$ cat src/rtl/rn_pkg.sv
package rn_pkg;

    localparam int NUM_AREG = 16;
    localparam int AREG_W   = $clog2(NUM_AREG);

    typedef logic [AREG_W-1:0] areg_t;

    typedef enum logic [1:0] {
        OP_GEN = 2'd0,
        OP_XOR = 2'd1,
        OP_SUB = 2'd2,
        OP_OTH = 2'd3
    } op_kind_e;

    typedef struct packed {
        op_kind_e op;
        logic     s1_en;
        areg_t    s1;
        logic     s2_en;
        areg_t    s2;
        logic     d_en;
        areg_t    d;
    } uop_arch_t;

    // Self-cancelling operation: result is zero whatever the register held.
    function automatic logic is_zero_idiom(input uop_arch_t u);
        return ((u.op == OP_XOR) || (u.op == OP_SUB)) &&
               u.s1_en && u.s2_en && (u.s1 == u.s2);
    endfunction

endpackage

$ cat src/rtl/rn_free_list.sv
module rn_free_list #(
    parameter int PHYS_REGS = 32,
    parameter int ARCH_REGS = 16,
    parameter int TAG_W     = $clog2(PHYS_REGS)
) (
    input  logic             clk,
    input  logic             rst,
    input  logic             pop,
    output logic [TAG_W-1:0] pop_tag,
    input  logic             push,
    input  logic [TAG_W-1:0] push_tag,
    output logic             empty
);
    localparam int DEPTH = PHYS_REGS - ARCH_REGS;
    localparam int PW    = (DEPTH > 1) ? $clog2(DEPTH) : 1;
    localparam int CW    = $clog2(DEPTH + 1);

    logic [TAG_W-1:0] slots [DEPTH];
    logic [PW-1:0]    rd_ptr, wr_ptr;
    logic [CW-1:0]    count;

    function automatic logic [PW-1:0] step(input logic [PW-1:0] p);
        return (p == PW'(DEPTH - 1)) ? '0 : p + 1'b1;
    endfunction

    assign pop_tag = slots[rd_ptr];
    assign empty   = (count == '0);

    always_ff @(posedge clk) begin
        if (rst) begin
            for (int i = 0; i < DEPTH; i++) begin
                slots[i] <= TAG_W'(ARCH_REGS + i);
            end
            rd_ptr <= '0;
            wr_ptr <= '0;
            count  <= CW'(DEPTH);
        end else begin
            if (push) begin
                slots[wr_ptr] <= push_tag;
                wr_ptr        <= step(wr_ptr);
            end
            if (pop) begin
                rd_ptr <= step(rd_ptr);
            end
            case ({push, pop})
                2'b10:   count <= count + 1'b1;
                2'b01:   count <= count - 1'b1;
                default: count <= count;
            endcase
        end
    end

    p_no_pop_empty_r8: assert property (@(posedge clk) disable iff (rst)
        pop |-> !empty);

    p_no_overflow_r9: assert property (@(posedge clk) disable iff (rst)
        (push && !pop) |-> (count != CW'(DEPTH)));

endmodule

$ cat src/rtl/rn_alias_table.sv
module rn_alias_table #(
    parameter int NUM_AREG = 16,
    parameter int TAG_W    = 5,
    parameter int NRD      = 3,
    parameter int AW       = $clog2(NUM_AREG)
) (
    input  logic                      clk,
    input  logic                      rst,
    input  logic [NRD-1:0][AW-1:0]    rd_arch,
    output logic [NRD-1:0][TAG_W-1:0] rd_tag,
    input  logic                      wr_en,
    input  logic [AW-1:0]             wr_arch,
    input  logic [TAG_W-1:0]          wr_tag
);
    logic [TAG_W-1:0] map [NUM_AREG];

    // Reads see the table as it stood before this cycle's write.
    for (genvar g = 0; g < NRD; g++) begin : g_rd
        assign rd_tag[g] = map[rd_arch[g]];
    end

    always_ff @(posedge clk) begin
        if (rst) begin
            for (int i = 0; i < NUM_AREG; i++) begin
                map[i] <= TAG_W'(i);
            end
        end else if (wr_en) begin
            map[wr_arch] <= wr_tag;
        end
    end

    p_map_update_r2: assert property (@(posedge clk) disable iff (rst)
        wr_en |=> (map[$past(wr_arch)] == $past(wr_tag)));

endmodule

$ cat src/rtl/rn_zero_detect.sv
module rn_zero_detect
    import rn_pkg::*;
(
    input  uop_arch_t uop,
    output logic      zero_idiom,
    output logic      s1_dep,
    output logic      s2_dep
);
    always_comb begin
        zero_idiom = is_zero_idiom(uop);
        s1_dep     = uop.s1_en && !zero_idiom;
        s2_dep     = uop.s2_en && !zero_idiom;
    end
endmodule

$ cat src/rtl/rn_renamer.sv
module rn_renamer
    import rn_pkg::*;
#(
    parameter int PHYS_REGS = 32,
    parameter int TAG_W     = $clog2(PHYS_REGS)
) (
    input  logic             clk,
    input  logic             rst,
    input  logic             in_valid,
    output logic             in_ready,
    input  logic [1:0]       in_op,
    input  logic             in_src1_en,
    input  logic [3:0]       in_src1,
    input  logic             in_src2_en,
    input  logic [3:0]       in_src2,
    input  logic             in_dst_en,
    input  logic [3:0]       in_dst,
    input  logic             commit_valid,
    input  logic [TAG_W-1:0] commit_tag,
    output logic             out_valid,
    output logic             out_zero_idiom,
    output logic             out_src1_dep,
    output logic [TAG_W-1:0] out_src1_tag,
    output logic             out_src2_dep,
    output logic [TAG_W-1:0] out_src2_tag,
    output logic             out_dst_en,
    output logic [TAG_W-1:0] out_dst_tag,
    output logic [TAG_W-1:0] out_prev_tag
);
    localparam int NRD = 3;

    uop_arch_t uop;
    logic      fl_empty, accept, take_tag;
    logic      zi, d1, d2;
    logic [TAG_W-1:0]               fresh_tag;
    logic [NRD-1:0][AREG_W-1:0]     rd_arch;
    logic [NRD-1:0][TAG_W-1:0]      rd_tag;

    always_comb begin
        uop.op    = op_kind_e'(in_op);
        uop.s1_en = in_src1_en;
        uop.s1    = in_src1;
        uop.s2_en = in_src2_en;
        uop.s2    = in_src2;
        uop.d_en  = in_dst_en;
        uop.d     = in_dst;
    end

    assign in_ready = !(uop.d_en && fl_empty);
    assign accept   = in_valid && in_ready;
    assign take_tag = accept && uop.d_en;
    assign rd_arch  = {uop.d, uop.s2, uop.s1};

    rn_zero_detect u_zd (
        .uop        (uop),
        .zero_idiom (zi),
        .s1_dep     (d1),
        .s2_dep     (d2)
    );

    rn_free_list #(
        .PHYS_REGS (PHYS_REGS),
        .ARCH_REGS (NUM_AREG),
        .TAG_W     (TAG_W)
    ) u_fl (
        .clk      (clk),
        .rst      (rst),
        .pop      (take_tag),
        .pop_tag  (fresh_tag),
        .push     (commit_valid),
        .push_tag (commit_tag),
        .empty    (fl_empty)
    );

    rn_alias_table #(
        .NUM_AREG (NUM_AREG),
        .TAG_W    (TAG_W),
        .NRD      (NRD)
    ) u_rat (
        .clk     (clk),
        .rst     (rst),
        .rd_arch (rd_arch),
        .rd_tag  (rd_tag),
        .wr_en   (take_tag),
        .wr_arch (uop.d),
        .wr_tag  (fresh_tag)
    );

    always_ff @(posedge clk) begin
        if (rst) begin
            out_valid      <= 1'b0;
            out_zero_idiom <= 1'b0;
            out_src1_dep   <= 1'b0;
            out_src1_tag   <= '0;
            out_src2_dep   <= 1'b0;
            out_src2_tag   <= '0;
            out_dst_en     <= 1'b0;
            out_dst_tag    <= '0;
            out_prev_tag   <= '0;
        end else begin
            out_valid <= accept;
            if (accept) begin
                out_zero_idiom <= zi;
                out_src1_dep   <= d1;
                out_src1_tag   <= rd_tag[0];
                out_src2_dep   <= d2;
                out_src2_tag   <= rd_tag[1];
                out_dst_en     <= uop.d_en;
                out_dst_tag    <= uop.d_en ? fresh_tag : '0;
                out_prev_tag   <= uop.d_en ? rd_tag[2] : '0;
            end
        end
    end

    p_valid_after_accept_r10: assert property (@(posedge clk) disable iff (rst)
        accept |=> out_valid);

    p_idle_no_valid_r10: assert property (@(posedge clk) disable iff (rst)
        !accept |=> !out_valid);

    p_stall_no_take_r8: assert property (@(posedge clk) disable iff (rst)
        (in_valid && in_dst_en && fl_empty) |=> !out_valid);

    p_idiom_free_r5: assert property (@(posedge clk) disable iff (rst)
        (out_valid && out_zero_idiom) |-> (!out_src1_dep && !out_src2_dep && out_dst_en));

    p_fresh_tag_r3: assert property (@(posedge clk) disable iff (rst)
        (out_valid && out_dst_en) |-> (out_dst_tag != out_prev_tag));

endmodule

$ cat config.mk
export PLATFORM = sky130hd
export DESIGN_NAME = rn_renamer
export DESIGN_NICKNAME = d
export VERILOG_FILES = /design/src/rtl/rn_pkg.sv /design/src/rtl/rn_free_list.sv /design/src/rtl/rn_alias_table.sv /design/src/rtl/rn_zero_detect.sv /design/src/rtl/rn_renamer.sv
export SDC_FILE = /design/constraint.sdc
export NUM_CORES = 1
export LEC_CHECK = 0
export ABC_AREA = 1
export BUFFER_PORTS_ARGS = -buffer_cell sky130_fd_sc_hd__buf_2
export CAP_MARGIN = 20
export CORE_MARGIN = 10
export CORE_UTILIZATION = 55
export CTS_BUF_LIST = sky130_fd_sc_hd__clkbuf_8
export DETAILED_ROUTE_END_ITERATION = 7
export PLACE_DENSITY_LB_ADDON = 0.3
export SYNTH_ARGS = -nofsm -noshare
export SYNTH_HDL_FRONTEND = slang
export SYNTH_SLANG_ARGS = --single-unit
$ cat constraint.sdc
create_clock -name clk -period 3 [get_ports clk]
set_input_delay 0.45 -clock clk [delete_from_list [all_inputs] [get_ports clk]]
set_output_delay 0.45 -clock clk [all_outputs]
set_load 0.05 [all_outputs]
==> results.yml <==
drt:
  drt-total-wl_mm: 28.8
  first_pass_iters: 5
  drt_iter0_markers: 1029
  drc: 0
  vias: 9276
  antenna_left: 0
  viasPerCell: 5.56
  wire_per_inst_um: 17.2
placed_design:
  hpwl_mm: 20.3
  place_congestion: 0.953
  port_buffers: 51
  dp.cells: 1604
  pre_cts_slack_ns: 0.722
global_routing:
  grt_pass1_vias: 8846
  grt_max_degree: 50
  grt_usage: 0.217
  grt_overflow_total: 0
  grt_pass1_wl_mm: 45.5
  antenna_found_initial: 0
timing:
  final_max_slew_viol_count: 0
  timing.final.crit_share: 0.771
  skew_ns: 0.0220
  holdWs_ns: 0.199
  tightest_slew_ns: 0.825
  relSlewSlack: 0.444
  setup-violations-final: 0
  fmax_ghz: 0.432
  post-route-min-period_ns: 2.31
  rsz0062_at_grt: "false"
  setup_slack_ns: 0.686
  finalHoldViolations: 0
  finalSetupTns_ns: 0
worst_setup_path:
  cp.arrival_ns: 2.57
  crit_slowest_cell: "dfxtp_2"
  crit_chain: "buf_4 > nand2_1 > o211ai_1 > nand3_1 > nand3_1 > nand2_1 > inv_2 > nand3_1"
  start_kind: "flip-flop"
  worst-setup-path-type: "flip-flop to flip-flop"
  path_delay_family: "flip-flops"
  cp.required_ns: 3.25
  path_buf_inv: 2
  worstPathMaxFanout: 42
  endpoint_kind: "flip-flop"
  critical-path-max-stage-delay_ns: 0.76
  path_common_cell: "nand3_1"
floorplanning:
  core_area_um2: 19600
  initial_utilization: 0.564
  rows: 51
  io-pin-count: 52
  dieWidth_um: 162
  die-area_um2: 26100
  die_h_um: 162
yosys:
  synth_area_um2: 11000
  synth_top_area_share: 0.435
  ys_ff_latch: 202
  synth_area_leaders: "edfxtp_1 (44%), nand2_1 (12%), dfxtp_1 (7.6%)"
  synth_cell_types: 37
  avgSynthCellArea_um2: 8.21
  seq_area_frac_synth: 0.511
  yosys_warnings: 0
  syn_nets: 1380
  synthCells: 1345
  synth_largest_area_cell: "edfxtp_1"
finish:
  final_nets: 1412
  insertedDiodeCount: 0
  layout_commonest_cell: "nand2_1"
  area.growth.synth_to_final_pct: 9.11
  stdcell_count: 1668
  drive_gt1_frac: 0.128
  layout_common_cells: "nand2_1 (346), edfxtp_1 (160), inv_1 (159)"
clocking:
  postCtsHoldBufs: 0
  cts_resized: 0
  clkTransAtPathRegs_ns: 0.06
  cts_max_level: 2
  cts-root-buf: "clkbuf_8"
  cts_tree: "yes"
  insertion_delay_ns: 0.53
  clock_sinks: 202
  clockBufferDepth: 3
  post-cts-setup-buffer-count: 0
  cts-buffers-inserted: 36
run_status:
  status: "finished, final reports clean"
power_and_ir_drop:
  ir_drop_v: 0.000383
  p_per_area_nw_per_um2: 553
  power.leakage_nw: 5.06
min_path:
  hold_path_class: "primary input to flip-flop"
run:
  cap_viol_max_count: 0
[routing by layer]
metal | GRT usage | routed length, um
met5 | 0 | 0
met4 | 0.111 | 1210
met3 | 0.0356 | 2470
met2 | 0.363 | 13800
met1 | 0.265 | 11300
[synth_stat cells, drive strengths merged]
cell    instances
nand2         356
inv           170
edfxtp        160
nor2          152
nand3         126
o21ai          91
a21oi          87
o211ai         55
buf            44
dfxtp          42
clkbuf         27
ha              9
xor2            6
nand4           5
clkinv          4
a22oi           3
o22ai           3
a211oi          1
a21boi          1
nor3            1
o21bai          1
or2             1
[path summary, 6_finish.rpt]
path | slack (ns) | start | cells past startpoint | end
min reg2reg | 0.46 | out_src2_dep | 2 | out_src2_dep
max reg2reg | 0.69 | flip-flop | 8 | u_rat.map[8][3]
max | 0.69 | flip-flop | 8 | u_rat.map[8][3]
min | 0.20 | in_src2_en | 3 | out_src2_dep
[stage by stage]
| step | instance area (um^2) | util | total power, W |
|---|---|---|---|
| after detailed placement | 11300 | 0.578 | 0.00411 |
| after CTS | 12000 | 0.615 | 0.00666 |
| after global placement | 11300 | 0.578 | 0.00410 |
| after floorplan | 11000 | - | 0.00389 |
| after global routing | 12000 | 0.615 | 0.00691 |
| final | 12000 | 0.615 | 0.00666 |
[power by group]
group          internal, W  switching [W]  leakage (nW)
clock network      0.00145        0.00115         0.398
registers          0.00311      0.0000691          1.72
logic             0.000227       0.000663          2.94
[flip-flops by register name, indices dropped and copies added, names as in the netlist, named ones only]
name and flops:
out_src2_dep 1, out_zero_idiom 1, u_fl.wr_ptr 4, u_fl.rd_ptr 4, out_src1_dep 1, out_valid 1, u_fl.slots 80, out_dst_en 1
u_fl.count 5, u_rat.map 80, out_src1_tag 5, out_dst_tag 5, out_src2_tag 5, out_prev_tag 5
[worst min-delay path: stages]
cell and delay (ns):
buf_2 0.11, nand3_1 0.07, a21oi_1 0.06
[final cells by class]
| class | count | area (um^2) |
|---|---|---|
| clock inverters | 26 | 203 |
| well taps | 265 | 332 |
| flip-flops and latches | 202 | 5650 |
| multi-input cells | 898 | 4310 |
| repair buffers | 65 | 373 |
| inverters | 174 | 663 |
| fillers | 1735 | 7540 |
| clock buffers | 38 | 523 |
[kinds of logic after synthesis]
kind of cell,Yosys count,synth area share
buffers and inverters,245,0.0986
AO/OA/AOI/OAI,242,0.124
AND/OR/NAND/NOR,641,0.251
flip-flops,202,0.511
XOR/XNOR,6,0.00476
adder cells (fa/ha/maj),9,0.0102
Note: power is estimated with default switching activity, not from simulation.
